==> config.mk <==
export PLATFORM = sky130hd
export DESIGN_NAME = cp_ctlmove_seq
export DESIGN_NICKNAME = d
export VERILOG_FILES = /design/src/rtl/cpm_pkg.sv /design/src/rtl/cpm_decode.sv /design/src/rtl/cpm_regfile.sv /design/src/rtl/cpm_seq.sv /design/src/rtl/cp_ctlmove_seq.sv
export SDC_FILE = /design/constraint.sdc
export NUM_CORES = 1
export LEC_CHECK = 0
export ABC_AREA = 1
export BUFFER_PORTS_ARGS = -buffer_cell sky130_fd_sc_hd__buf_2
export CAP_MARGIN = 20
export CORE_ASPECT_RATIO = 1.4
export CORE_MARGIN = 8
export CORE_UTILIZATION = 51
export CTS_CLUSTER_DIAMETER = 40
export DETAILED_ROUTE_END_ITERATION = 12
export PLACE_DENSITY = 0.81
export SETUP_SLACK_MARGIN = 0.2
export SLEW_MARGIN = 15
export SYNTH_ARGS = -nofsm -noshare
export SYNTH_HDL_FRONTEND = slang
export SYNTH_HIERARCHICAL = 1
export SYNTH_SLANG_ARGS = --single-unit
==> constraint.sdc <==
create_clock -name clk -period 3.1 [get_ports clk]
set_clock_uncertainty 0.15 [all_clocks]
set_input_delay 0.93 -clock clk [delete_from_list [all_inputs] [get_ports clk]]
set_output_delay 0.93 -clock clk [all_outputs]
set_load 0.005 [all_outputs]
==> src/rtl/cpm_pkg.sv <==
package cpm_pkg;
  localparam int WORD_W = 32;
  localparam int CMD_W  = 16;
  localparam int RSP_W  = 16;
  localparam int NREG   = 3;
  localparam int CNT_W  = $clog2(NREG + 1);

  typedef enum logic [1:0] {PH_IDLE, PH_EVAL, PH_XFER, PH_NULL} phase_t;

  typedef enum logic [2:0] {
    AC_ANY  = 3'd0,
    AC_DATA = 3'd1,
    AC_MEM  = 3'd2,
    AC_ALT  = 3'd3,
    AC_DALT = 3'd4,
    AC_MALT = 3'd5
  } aclass_t;

  localparam logic [2:0] PRIM_EVAL = 3'b001;
  localparam logic [2:0] PRIM_NULL = 3'b000;

  typedef struct packed {
    logic            valid;
    logic            store;
    logic [NREG-1:0] mask;
  } cmd_t;

  // Reserved empty select aliases to the instruction-address register only.
  function automatic logic [NREG-1:0] fold_mask(input logic [NREG-1:0] sel);
    return (sel == '0) ? NREG'(1) : sel;
  endfunction

  function automatic logic [CNT_W-1:0] count_regs(input logic [NREG-1:0] m);
    logic [CNT_W-1:0] n;
    n = '0;
    for (int i = 0; i < NREG; i++) n = n + CNT_W'(m[i]);
    return n;
  endfunction

  function automatic logic [7:0] byte_count(input logic [NREG-1:0] m);
    return 8'(count_regs(m)) << 2;
  endfunction

  function automatic aclass_t pick_class(input logic store, input logic [NREG-1:0] m);
    if (count_regs(m) > CNT_W'(1)) return store ? AC_MALT : AC_MEM;
    if (m[0])                      return store ? AC_ALT  : AC_ANY;
    return store ? AC_DALT : AC_DATA;
  endfunction

  // Highest set bit wins: control first, instruction address last.
  function automatic logic [NREG-1:0] first_pick(input logic [NREG-1:0] m);
    logic [NREG-1:0] p;
    p = '0;
    for (int i = 0; i < NREG; i++) if (m[i]) p = NREG'(1) << i;
    return p;
  endfunction

  function automatic logic [RSP_W-1:0] pack_eval(input aclass_t c, input logic [7:0] bytes);
    return {PRIM_EVAL, 1'b1, 1'b0, c, bytes};
  endfunction

  function automatic logic [RSP_W-1:0] pack_null();
    return {PRIM_NULL, 1'b0, 12'h000};
  endfunction
endpackage

==> src/rtl/cpm_decode.sv <==
module cpm_decode
  import cpm_pkg::*;
(
  input  logic [CMD_W-1:0] cmd_word,
  output cmd_t             cmd
);
  logic class_ok;

  assign class_ok  = (cmd_word[15:14] == 2'b10) && (cmd_word[9:0] == 10'd0);
  assign cmd.valid = class_ok;
  assign cmd.store = cmd_word[13];
  assign cmd.mask  = fold_mask(cmd_word[12:10]);
endmodule

==> src/rtl/cpm_regfile.sv <==
module cpm_regfile
  import cpm_pkg::*;
#(
  parameter int W = WORD_W
) (
  input  logic                    clk,
  input  logic                    rst,
  input  logic [NREG-1:0]         wen,
  input  logic [W-1:0]            wdata,
  input  logic [NREG-1:0]         rd_sel,
  output logic [NREG-1:0][W-1:0]  regs_q,
  output logic [W-1:0]            rdata
);
  for (genvar g = 0; g < NREG; g++) begin : g_reg
    always_ff @(posedge clk) begin
      if (rst)         regs_q[g] <= '0;
      else if (wen[g]) regs_q[g] <= wdata;
    end
  end

  always_comb begin
    rdata = '0;
    for (int i = 0; i < NREG; i++) if (rd_sel[i]) rdata = rdata | regs_q[i];
  end

  // one register at most is addressed for reading
  assert_single_read_R6: assert property (@(posedge clk) disable iff (rst) $onehot0(rd_sel));
  // one register at most is written per cycle
  assert_single_write_R7: assert property (@(posedge clk) disable iff (rst) $onehot0(wen));
endmodule

==> src/rtl/cpm_seq.sv <==
module cpm_seq
  import cpm_pkg::*;
(
  input  logic             clk,
  input  logic             rst,
  input  logic             cmd_wr,
  input  cmd_t             cmd,
  input  logic             rsp_rd,
  input  logic             dat_wr,
  input  logic             dat_rd,
  output phase_t           phase,
  output logic             store_q,
  output logic [NREG-1:0]  pick,
  output logic [NREG-1:0]  wen,
  output logic             rsp_valid,
  output logic [RSP_W-1:0] rsp_word
);
  logic [NREG-1:0]  remain_q, mask_q;
  aclass_t          class_q;
  logic [7:0]       bytes_q;
  logic [CNT_W-1:0] moved_q;

  logic ev_accept, ev_pop, ev_move, ev_last;

  assign pick      = (phase == PH_XFER) ? first_pick(remain_q) : '0;
  assign ev_accept = cmd_wr && cmd.valid && (phase == PH_IDLE);
  assign rsp_valid = (phase == PH_EVAL) || (phase == PH_NULL);
  assign ev_pop    = rsp_rd && rsp_valid;
  assign ev_move   = (phase == PH_XFER) && (store_q ? dat_rd : dat_wr);
  assign ev_last   = ev_move && ((remain_q & ~pick) == '0);
  assign wen       = (ev_move && !store_q) ? pick : '0;
  assign rsp_word  = (phase == PH_EVAL) ? pack_eval(class_q, bytes_q) :
                     (phase == PH_NULL) ? pack_null() : '0;

  always_ff @(posedge clk) begin
    if (rst) begin
      phase    <= PH_IDLE;
      store_q  <= 1'b0;
      remain_q <= '0;
      mask_q   <= '0;
      class_q  <= AC_ANY;
      bytes_q  <= '0;
      moved_q  <= '0;
    end else begin
      unique case (phase)
        PH_IDLE: if (ev_accept) begin
          phase    <= PH_EVAL;
          store_q  <= cmd.store;
          remain_q <= cmd.mask;
          mask_q   <= cmd.mask;
          class_q  <= pick_class(cmd.store, cmd.mask);
          bytes_q  <= byte_count(cmd.mask);
          moved_q  <= '0;
        end
        PH_EVAL: if (ev_pop) phase <= PH_XFER;
        PH_XFER: if (ev_move) begin
          remain_q <= remain_q & ~pick;
          moved_q  <= moved_q + CNT_W'(1);
          if (ev_last) phase <= PH_NULL;
        end
        PH_NULL: if (ev_pop) phase <= PH_IDLE;
        default: phase <= PH_IDLE;
      endcase
    end
  end

  // reported size follows the latched selection
  assert_size_R2: assert property (@(posedge clk) disable iff (rst)
    (phase == PH_EVAL) |-> (rsp_word[7:0] == 8'($countones(mask_q) * 4)));
  // popping the first primitive opens the transfer phase
  assert_eval_then_xfer_R5: assert property (@(posedge clk) disable iff (rst)
    (ev_pop && phase == PH_EVAL) |=> (phase == PH_XFER));
  // popping the null primitive returns to idle
  assert_null_then_idle_R5: assert property (@(posedge clk) disable iff (rst)
    (ev_pop && phase == PH_NULL) |=> (phase == PH_IDLE && !rsp_valid));
  // no primitive offered while words are moving
  assert_quiet_xfer_R8: assert property (@(posedge clk) disable iff (rst)
    (phase == PH_XFER) |-> !rsp_valid);
  // the null primitive comes only after every selected word moved
  assert_all_moved_R8: assert property (@(posedge clk) disable iff (rst)
    (phase == PH_NULL) |-> (32'(moved_q) == 32'($countones(mask_q))));
  // a command during an exchange leaves the latched command alone
  assert_busy_ignore_R10: assert property (@(posedge clk) disable iff (rst)
    (cmd_wr && phase != PH_IDLE) |=> ($stable(store_q) && $stable(mask_q)));
endmodule

==> src/rtl/cp_ctlmove_seq.sv <==
module cp_ctlmove_seq
  import cpm_pkg::*;
(
  input  logic              clk,
  input  logic              rst,
  input  logic              cmd_wr,
  input  logic [CMD_W-1:0]  cmd_word,
  input  logic              rsp_rd,
  output logic              rsp_valid,
  output logic [RSP_W-1:0]  rsp_word,
  input  logic              dat_wr,
  input  logic [WORD_W-1:0] dat_wdata,
  input  logic              dat_rd,
  output logic [WORD_W-1:0] dat_rdata,
  output logic [WORD_W-1:0] ctl_reg,
  output logic [WORD_W-1:0] sts_reg,
  output logic [WORD_W-1:0] iar_reg
);
  cmd_t                        cmd;
  phase_t                      phase;
  logic                        store_q;
  logic [NREG-1:0]             pick, wen;
  logic [NREG-1:0][WORD_W-1:0] regs_q;
  logic [WORD_W-1:0]           rdata;

  cpm_decode u_dec (.cmd_word(cmd_word), .cmd(cmd));

  cpm_seq u_seq (
    .clk(clk), .rst(rst), .cmd_wr(cmd_wr), .cmd(cmd), .rsp_rd(rsp_rd),
    .dat_wr(dat_wr), .dat_rd(dat_rd), .phase(phase), .store_q(store_q),
    .pick(pick), .wen(wen), .rsp_valid(rsp_valid), .rsp_word(rsp_word)
  );

  cpm_regfile #(.W(WORD_W)) u_rf (
    .clk(clk), .rst(rst), .wen(wen), .wdata(dat_wdata), .rd_sel(pick),
    .regs_q(regs_q), .rdata(rdata)
  );

  assign dat_rdata = (phase == PH_XFER && store_q) ? rdata : '0;
  assign ctl_reg   = regs_q[2];
  assign sts_reg   = regs_q[1];
  assign iar_reg   = regs_q[0];

  // registers change only on a load-direction write in the transfer phase
  assert_regs_hold_R7: assert property (@(posedge clk) disable iff (rst)
    !(dat_wr && phase == PH_XFER && !store_q) |=> $stable(regs_q));
  // store data is zero outside a store transfer
  assert_rdata_quiet_R6: assert property (@(posedge clk) disable iff (rst)
    !(phase == PH_XFER && store_q) |-> (dat_rdata == '0));
endmodule

# After elaboration in Yosys (flattened, before gate mapping)
# Index checks and enable logic that the tools add are counted.
# word_totals
ff_bits	107
input_bits	54
out_inout_bits	145
elab_cells	79
# op_classes
n_addsub	2
n_lt_le_gt_ge	1
eq_ne	9
n_mux	37
n_bitwise	4
reduce_logical	18
# op_table
op	count
$mux W32	4
$or A32 B32 Y32	2
$mux W3	13
$mux W14	1
$mux W2	6
$mux W1	11
$logic_not A10 Y1	1
$ne A2 B1 Y1 const B	5
$logic_and A1 B1 Y1	8
$pmux W2 S4	1
$eq A2 B2 Y1 const B	3
$logic_not A3 Y1	2
$pmux W3 S2	1
$reduce_and A5 Y1	1
$and A3 B3 Y3	1
$not A3 Y3	1
$reduce_and A3 Y1	1
$add A1 B1 Y2	1
$add A2 B1 Y2	1
$eq A2 B1 Y1 const B	1
$gt A2 B1 Y1 const B	1
$logic_not A2 Y1	1
$reduce_and A2 Y1	1
$reduce_bool A2 Y1	1
2 further kinds	2

# Depth between registers and ports, before layout
# Gate-level depths: netlist of run 1.
# logic_depth
word_depth	15
ltp_mapped	15
mapped_depth_nobuf	14

# Modules after synthesis
# Netlist of run 1, hierarchy kept.
# by_module_without_submodules
module	instances	cells_each	area_per_inst_um2
cpm_regfile	1	681	4563.1
cpm_seq	1	121	849.6
cp_ctlmove_seq	1	69	370.4
cpm_decode	1	23	100.1

# Worst setup path after synthesis of run 1
# OpenSTA, ideal clock, no wires.
# synth_timing
kind	flip-flop to output port
from	register u_seq.phase[1]
to	output dat_rdata[30]
arrival_time_ns	1.563
t_required_ns	2.020
slack_ns	0.457
stages_incl_launch_ff	10
n_path_buf	2
cell_sequence	dfxtp_1 ha_1 buf_6 inv_2 nor3_1 buf_2 nand2_1 nand3_1 inv_1 nor2_1
# synth_lines
element	line	text
start, declared	cpm_seq.sv:11	output phase_t phase,
start signal, assigned	cpm_seq.sv:37	phase <= PH_IDLE;
start signal, assigned	cpm_seq.sv:47	phase <= PH_EVAL;
start signal, assigned	cpm_seq.sv:55	PH_EVAL: if (ev_pop) phase <= PH_XFER;
$eq A2 B2 Y1 *	cpm_seq.sv:25	assign pick = (phase == PH_XFER) ? first_pick(remain_q) : '0;
$mux W3 *	cpm_seq.sv:25	
named net pick[1]	cp_ctlmove_seq.sv:22	logic [NREG-1:0] pick, wen;
$mux W32 *	cpm_regfile.sv:23	for (int i = 0; i < NREG; i++) if (rd_sel[i]) rdata = rdata | regs_q[i];
$or A32 B32 Y32	cpm_regfile.sv:23	
$mux W32 *	cpm_regfile.sv:23	
named net rdata[30]	cp_ctlmove_seq.sv:24	logic [WORD_W-1:0] rdata;
$mux W32 *	cp_ctlmove_seq.sv:39	assign dat_rdata = (phase == PH_XFER && store_q) ? rdata : '0;
end, declared	cp_ctlmove_seq.sv:14	output logic [WORD_W-1:0] dat_rdata,
# The timed path passes the listed nets; every way through them passes the cells marked *.

# Final worst setup path of run 1
# layout_timing
from	register u_seq.phase[0]
to	output dat_rdata[1]
# Same word-level chain as after synthesis.

==> reports/metrics.cfg, run 1 <==
[run_status]
status = finished clean

[detailed_routing]
wl_um = 17050
vias = 5881
drt_iter0_markers = 281
drc = 0
dr.pass1.iters = 6
viasPerCell = 4.813
wl_per_cell_um = 13.95
ant_nets = 0

[floorplanning]
fp.dieH_um = 143.1
fp-row-count = 46
die-area_um2 = 15280
die_x_um = 106.8
core-area_um2 = 11280
start_util_pct = 52.15
pin_count = 199

[cts]
cts-root-buf = clkbuf_16
cts_tree = done
cts_buffer_depth = 2
htree_levels = 3
cts_made_buffers = 9
clock_sinks = 107
clk_pin_slew_ns = 0.07
worstSkewPairLatency_ns = 0.34

[cells_and_area]
final_cell_mix = 256 x nand2_1, 189 x buf_2, 164 x nor2_1
multi_input_area_um2 = 3163
area.growth.synth_to_final_pct = 26.92
design_area_um2 = 7467
final_common_cell = nand2_1
drive_gt1_share_pct = 40.07
antenna-diode-count = 0
fin_cells = 1222
nFillCells = 1036
finalNetCount = 1135
fin_util_pct = 66.19
seqCellArea_um2 = 2146

[synthesis]
syn_avg_cell_area_um2 = 6.581
synthCells = 894
ys_types = 32
syn_area_um2 = 5883
synth_seq_area_share_pct = 36.41
synth-seq-cells = 107
synth-warning-count = 6

[global_routing]
grt_max_degree = 59
grt_pass1_vias = 5406
antenna_found_initial = 1
grt.busiest_layer = met2
grt_pass1_wl_um = 25720
track_usage_pct = 20.56
overflow = 0
grt_util_met3_pct = 5.774
grtUsageMet1_pct = 22.60
grt_util_met2_pct = 36.92

[critical_path]
worst_path_max_delay_cell = dfxtp_2
timing.critical_path.buf_inv = 6
crit_chain = inv_2 > ha_4 > inv_6 > nor3_4 > buf_6 > buf_12 > nand2_2 > nand3_2 > inv_1 > nor2_2 > buf_2
critical_path_class = reg2out
worstSetupEndpointType = output pin
critPathMaxFanout = 7
crit_required_ns = 2.02
start_kind = register
crit_family = buffers and inverters
slowest_delay_ns = 0.33
cp.arrival_ns = 1.80

[timing]
hold_viol = 0
fin_crit_ns = 2.876
slew_violations = 0
fin_ws_ns = 0.2243
post-route-period-util_pct = 92.76
max_freq_ghz = 0.3477
rsz0062_at_grt = true
totalNegativeSetupSlack_ns = 0
final-setup-viol-count = 0
holdWs_ns = 0.3341

[placed_design]
dpl.cell_count = 1193
place_hpwl_um = 11550
place_ws_ns = 0.2083
dpl_cell_area_um2 = 6726
place_congestion = 0.8449
port_buffers = 189

[power]
power_density_nw_per_um2 = 494.4
p_leak_nw = 3.876
total_power_mw = 3.692
peakVddDrop_mv = 0.3070

[flow_run]
drv_cap = 0

[min_path]
hold_path_class = reg2reg

[cells in the mapped netlist]
| cell | number | share of area, % |
|---|---|---|
| nor4_1 | 1 | 0.11 |
| a21oi_2 | 1 | 0.15 |
| inv_1 | 91 | 5.8 |
| o21ai_0 | 5 | 0.43 |
| o211ai_1 | 1 | 0.13 |
| buf_4 | 24 | 3.1 |
| nor3_1 | 2 | 0.17 |
| clkbuf_1 | 2 | 0.13 |
| nand3_1 | 38 | 3.2 |
| a31oi_1 | 2 | 0.21 |
| or2_0 | 1 | 0.11 |
| a21oi_1 | 5 | 0.43 |
| buf_12 | 5 | 1.7 |
| nor2_2 | 73 | 7.8 |
| o21bai_2 | 1 | 0.19 |
| or2_2 | 1 | 0.11 |
| o21bai_1 | 1 | 0.13 |
| nor2_1 | 166 | 11 |
| nand2_2 | 42 | 4.5 |
| nand3_2 | 2 | 0.34 |
| buf_6 | 12 | 2.3 |
| nand3_4 | 1 | 0.30 |
| buf_2 | 15 | 1.3 |
| nand4_2 | 1 | 0.21 |
| dfxtp_1 | 107 | 36 |
| nand2_1 | 278 | 18 |
| nand2_4 | 1 | 0.19 |
| fa_1 | 1 | 0.34 |
| ha_1 | 7 | 1.5 |
| o21a_1 | 1 | 0.13 |
| conb_1 | 1 | 0.064 |
| inv_2 | 5 | 0.32 |
[timing repair]
item	in CTS	in global routing
resized for setup	17	75
setup buffers	6	2
gates cloned	3	2
hold buffers	0	0
setup endpoints to repair	32	32
pin swaps	4	46
[worst reg2reg max path, cell delays in order (launching register included)]
cell	delay (ns)
dfxtp_2	0.33
inv_2	0.07
ha_4	0.17
inv_6	0.04
buf_4	0.14
nor4_2	0.29
buf_4	0.47
nand2_1	0.15
nand2_2	0.08
nor2_2	0.03
[registers in the layout, summed over array words and instances (netlist names)]
signal	flops
u_rf/regs_q	96
u_seq/store_q	1
u_seq/remain_q	3
u_seq/phase	2
u_seq/bytes_q	2
u_seq/class_q	3
[cell families (layout without fill, tap and decap cells)]
kind of cell,Yosys count,after routing,synth area share (%)
compound gates,17,17,1.786
fa+ha+maj,8,8,1.829
buf+inv,154,330,14.59
flops,107,107,36.41
other cells,1,9,0.06374
simple gates,607,607,45.32
[layout make-up]
type,count,area share [%]
clock buffers,11,3.117
repair buffers,218,17.29
flip-flops and latches,107,28.74
clock inverters,5,1.139
inverters,96,4.943
multi-input cells,641,42.36
well taps,144,2.413
[path summary, 6_finish.rpt]
check,from,endpoint,slack (ns),depth (start not counted)
max,u_seq/phase[0]$_SDFFE_PP0P_,dat_rdata[1],0.22,11
min reg2reg,u_rf/regs_q[93]$_SDFFE_PP0P_,u_rf/regs_q[93]$_SDFFE_PP0P_,0.33,2
max reg2reg,u_seq/phase[0]$_SDFFE_PP0P_,u_rf/regs_q[49]$_SDFFE_PP0P_,1.05,9
min,u_rf/regs_q[93]$_SDFFE_PP0P_,u_rf/regs_q[93]$_SDFFE_PP0P_,0.33,2
[metal layers]
layer  vias to the layer above  wire length (µm)  share of wire (%)
met4                         2               270                1.6
met3                        28              1370                8.0
met5                         -                 9              0.053
li1                       2967                 -                  -
met2                       205              8670                 51
met1                      2679              6726                 39
[where the power goes]
group | switching, mW | internal [mW]
registers | 0.0779 | 1.46
clock network | 0.522 | 0.716
logic | 0.537 | 0.382
total | 1.14 | 2.55
(Power assumes the default switching activity.)
==> run 2, diff against run 1 <==
Settings changed: GPL_TIMING_DRIVEN from default to 0.
==> reports/metrics.cfg, run 2 (synthesized netlist as in run 1, its figures left out) <==
[detailed_routing]
viasPerCell = 4.861
drc = 0
vias = 6135
wl_per_cell_um = 14.69
ant_nets = 0
drt_iter0_markers = 337
wl_um = 18540
dr.pass1.iters = 5

[floorplanning]
fp.dieH_um = 143.1
start_util_pct = 52.15
die-area_um2 = 15280
pin_count = 199
fp-row-count = 46
core-area_um2 = 11280
die_x_um = 106.8

[cells_and_area]
drive_gt1_share_pct = 43.74
design_area_um2 = 7880
finalNetCount = 1176
largest_register = u_rf/regs_q
nFillCells = 1005
final_common_cell = nand2_1
area.growth.synth_to_final_pct = 33.94
antenna-diode-count = 0
final_cell_mix = 250 x nand2_1, 194 x buf_2, 165 x nor2_1
top_regs = u_rf/regs_q x96, u_seq/class_q x3, u_seq/remain_q x3
seqCellArea_um2 = 2147
multi_input_area_um2 = 3234
largest_reg_flops = 96
fin_cells = 1262

[global_routing]
overflow = 0
grt_util_met3_pct = 5.638
grt_max_degree = 18
antenna_found_initial = 1
grt.busiest_layer = met2
grt_pass1_vias = 5634
grt_util_met2_pct = 40.76
grt_pass1_wl_um = 27970
track_usage_pct = 22.76
grtUsageMet1_pct = 24.97

[cts]
cts_buffer_depth = 2
ctsHoldBuffers = 0
clock_sinks = 107
htree_levels = 3
cts-root-buf = clkbuf_16
cts_tree = done
cts_made_buffers = 9
clk_pin_slew_ns = 0.07
worstSkewPairLatency_ns = 0.34

[critical_path]
critical_path_class = reg2out
worst_path_max_delay_cell = dfxtp_2
start_kind = register
crit_family = buffers and inverters
slowest_delay_ns = 0.32
crit_required_ns = 2.02
cp.arrival_ns = 1.86
crit_chain = inv_2 > ha_4 > buf_6 > inv_8 > nor3_4 > buf_6 > clkbuf_16 > nand2_2 > nand3_2 > inv_2 > nor2_2 > buf_2
worstSetupEndpointType = output pin
critPathMaxFanout = 5
timing.critical_path.buf_inv = 7

[placed_design]
place_hpwl_um = 13130
place_congestion = 0.8205
dpl_cell_area_um2 = 7034
dpl.cell_count = 1234
port_buffers = 188

[timing]
rsz0062_at_grt = true
slew_violations = 0
fin_crit_ns = 2.943
final-setup-viol-count = 0
hold_viol = 0
post-route-period-util_pct = 94.94
max_freq_ghz = 0.3398

[power]
total_power_mw = 3.569
peakVddDrop_mv = 0.3789
p_leak_nw = 4.295
power_density_nw_per_um2 = 452.9

[run_status]
status = finished clean

[min_path]
hold_path_class = reg2reg

[flow_run]
drv_cap = 0

[run 2: cell types whose count changed in the layout (fill, tap and decap cells not counted), sizes merged]
cell	delta
clkinvlp	+2
buf	+39
inv	-1
clkbuf	+1
bufinv	-2
clkinv	+1
[run 2: final timing paths]
kind / startpoint / slack, ns / end / cells after the start
max: u_seq/phase[0]$_SDFFE_PP0P_ / 0.16 / dat_rdata[28] / 12
min: u_rf/regs_q[48]$_SDFFE_PP0P_ / 0.34 / u_rf/regs_q[48]$_SDFFE_PP0P_ / 2
max reg2reg: u_seq/phase[0]$_SDFFE_PP0P_ / 1.12 / u_rf/regs_q[55]$_SDFFE_PP0P_ / 11
min reg2reg: u_rf/regs_q[48]$_SDFFE_PP0P_ / 0.34 / u_rf/regs_q[48]$_SDFFE_PP0P_ / 2
[run 2: final cells by class]
cell class              count  share of cell area, %
clock inverters             5                 0.5081
multi-input cells         641                  41.04
well taps                 144                  2.286
clock buffers              10                  3.033
plain buffers              58                  7.193
inverters                  96                  4.668
flip-flops and latches    107                  27.25
repair buffers            201                  14.02
[run 2: repair_timing]
| action | 4_1_cts | 5_1_grt |
|---|---|---|
| endpoints found under the setup margin | 32 | 32 |
| resized for setup | 36 | 101 |
| gates cloned | 1 | 2 |
| buffers inserted | 8 | 2 |
| hold endpoints to repair | 0 | 0 |
| pin swaps | 17 | 63 |
[run 2: metrics by stage]
stage,TNS [ns],setup WS [ns],utilization [%],hold slack (ns)
final,0,0.1570,69.85,0.3367
after global routing,0,0.04711,69.85,0.3547
after CTS,0,0.1239,66.49,0.3351
after detailed placement,-1.813,-0.1126,62.36,0.3244
after global placement,-0.8984,-0.09897,62.36,0.3214
after floorplan,0,0.4573,-,0.3012
[run 2: worst reg2reg max path, cell delays in order, from the launching register on]
cell     delay [ns]
dfxtp_2        0.32
inv_2          0.07
ha_4           0.12
buf_6          0.12
inv_8          0.04
buf_4          0.14
nor4_1         0.30
buf_6          0.21
buf_4          0.20
nand2_1        0.11
nand2_2        0.07
nor2_2         0.03
[run 2: per-layer routing]
metal	vias to the layer above	routed length, µm
met2	253	9512
met5	-	10
met1	2789	7157
li1	3063	-
met4	2	383
met3	28	1476
[run 2: power breakdown]
part | internal (mW) | switching (mW) | total (mW)
Sequential | 1.46 | 0.0744 | 1.53
Clock | 0.565 | 0.511 | 1.08
Combinational | 0.422 | 0.538 | 0.960
Total | 2.45 | 1.12 | 3.57
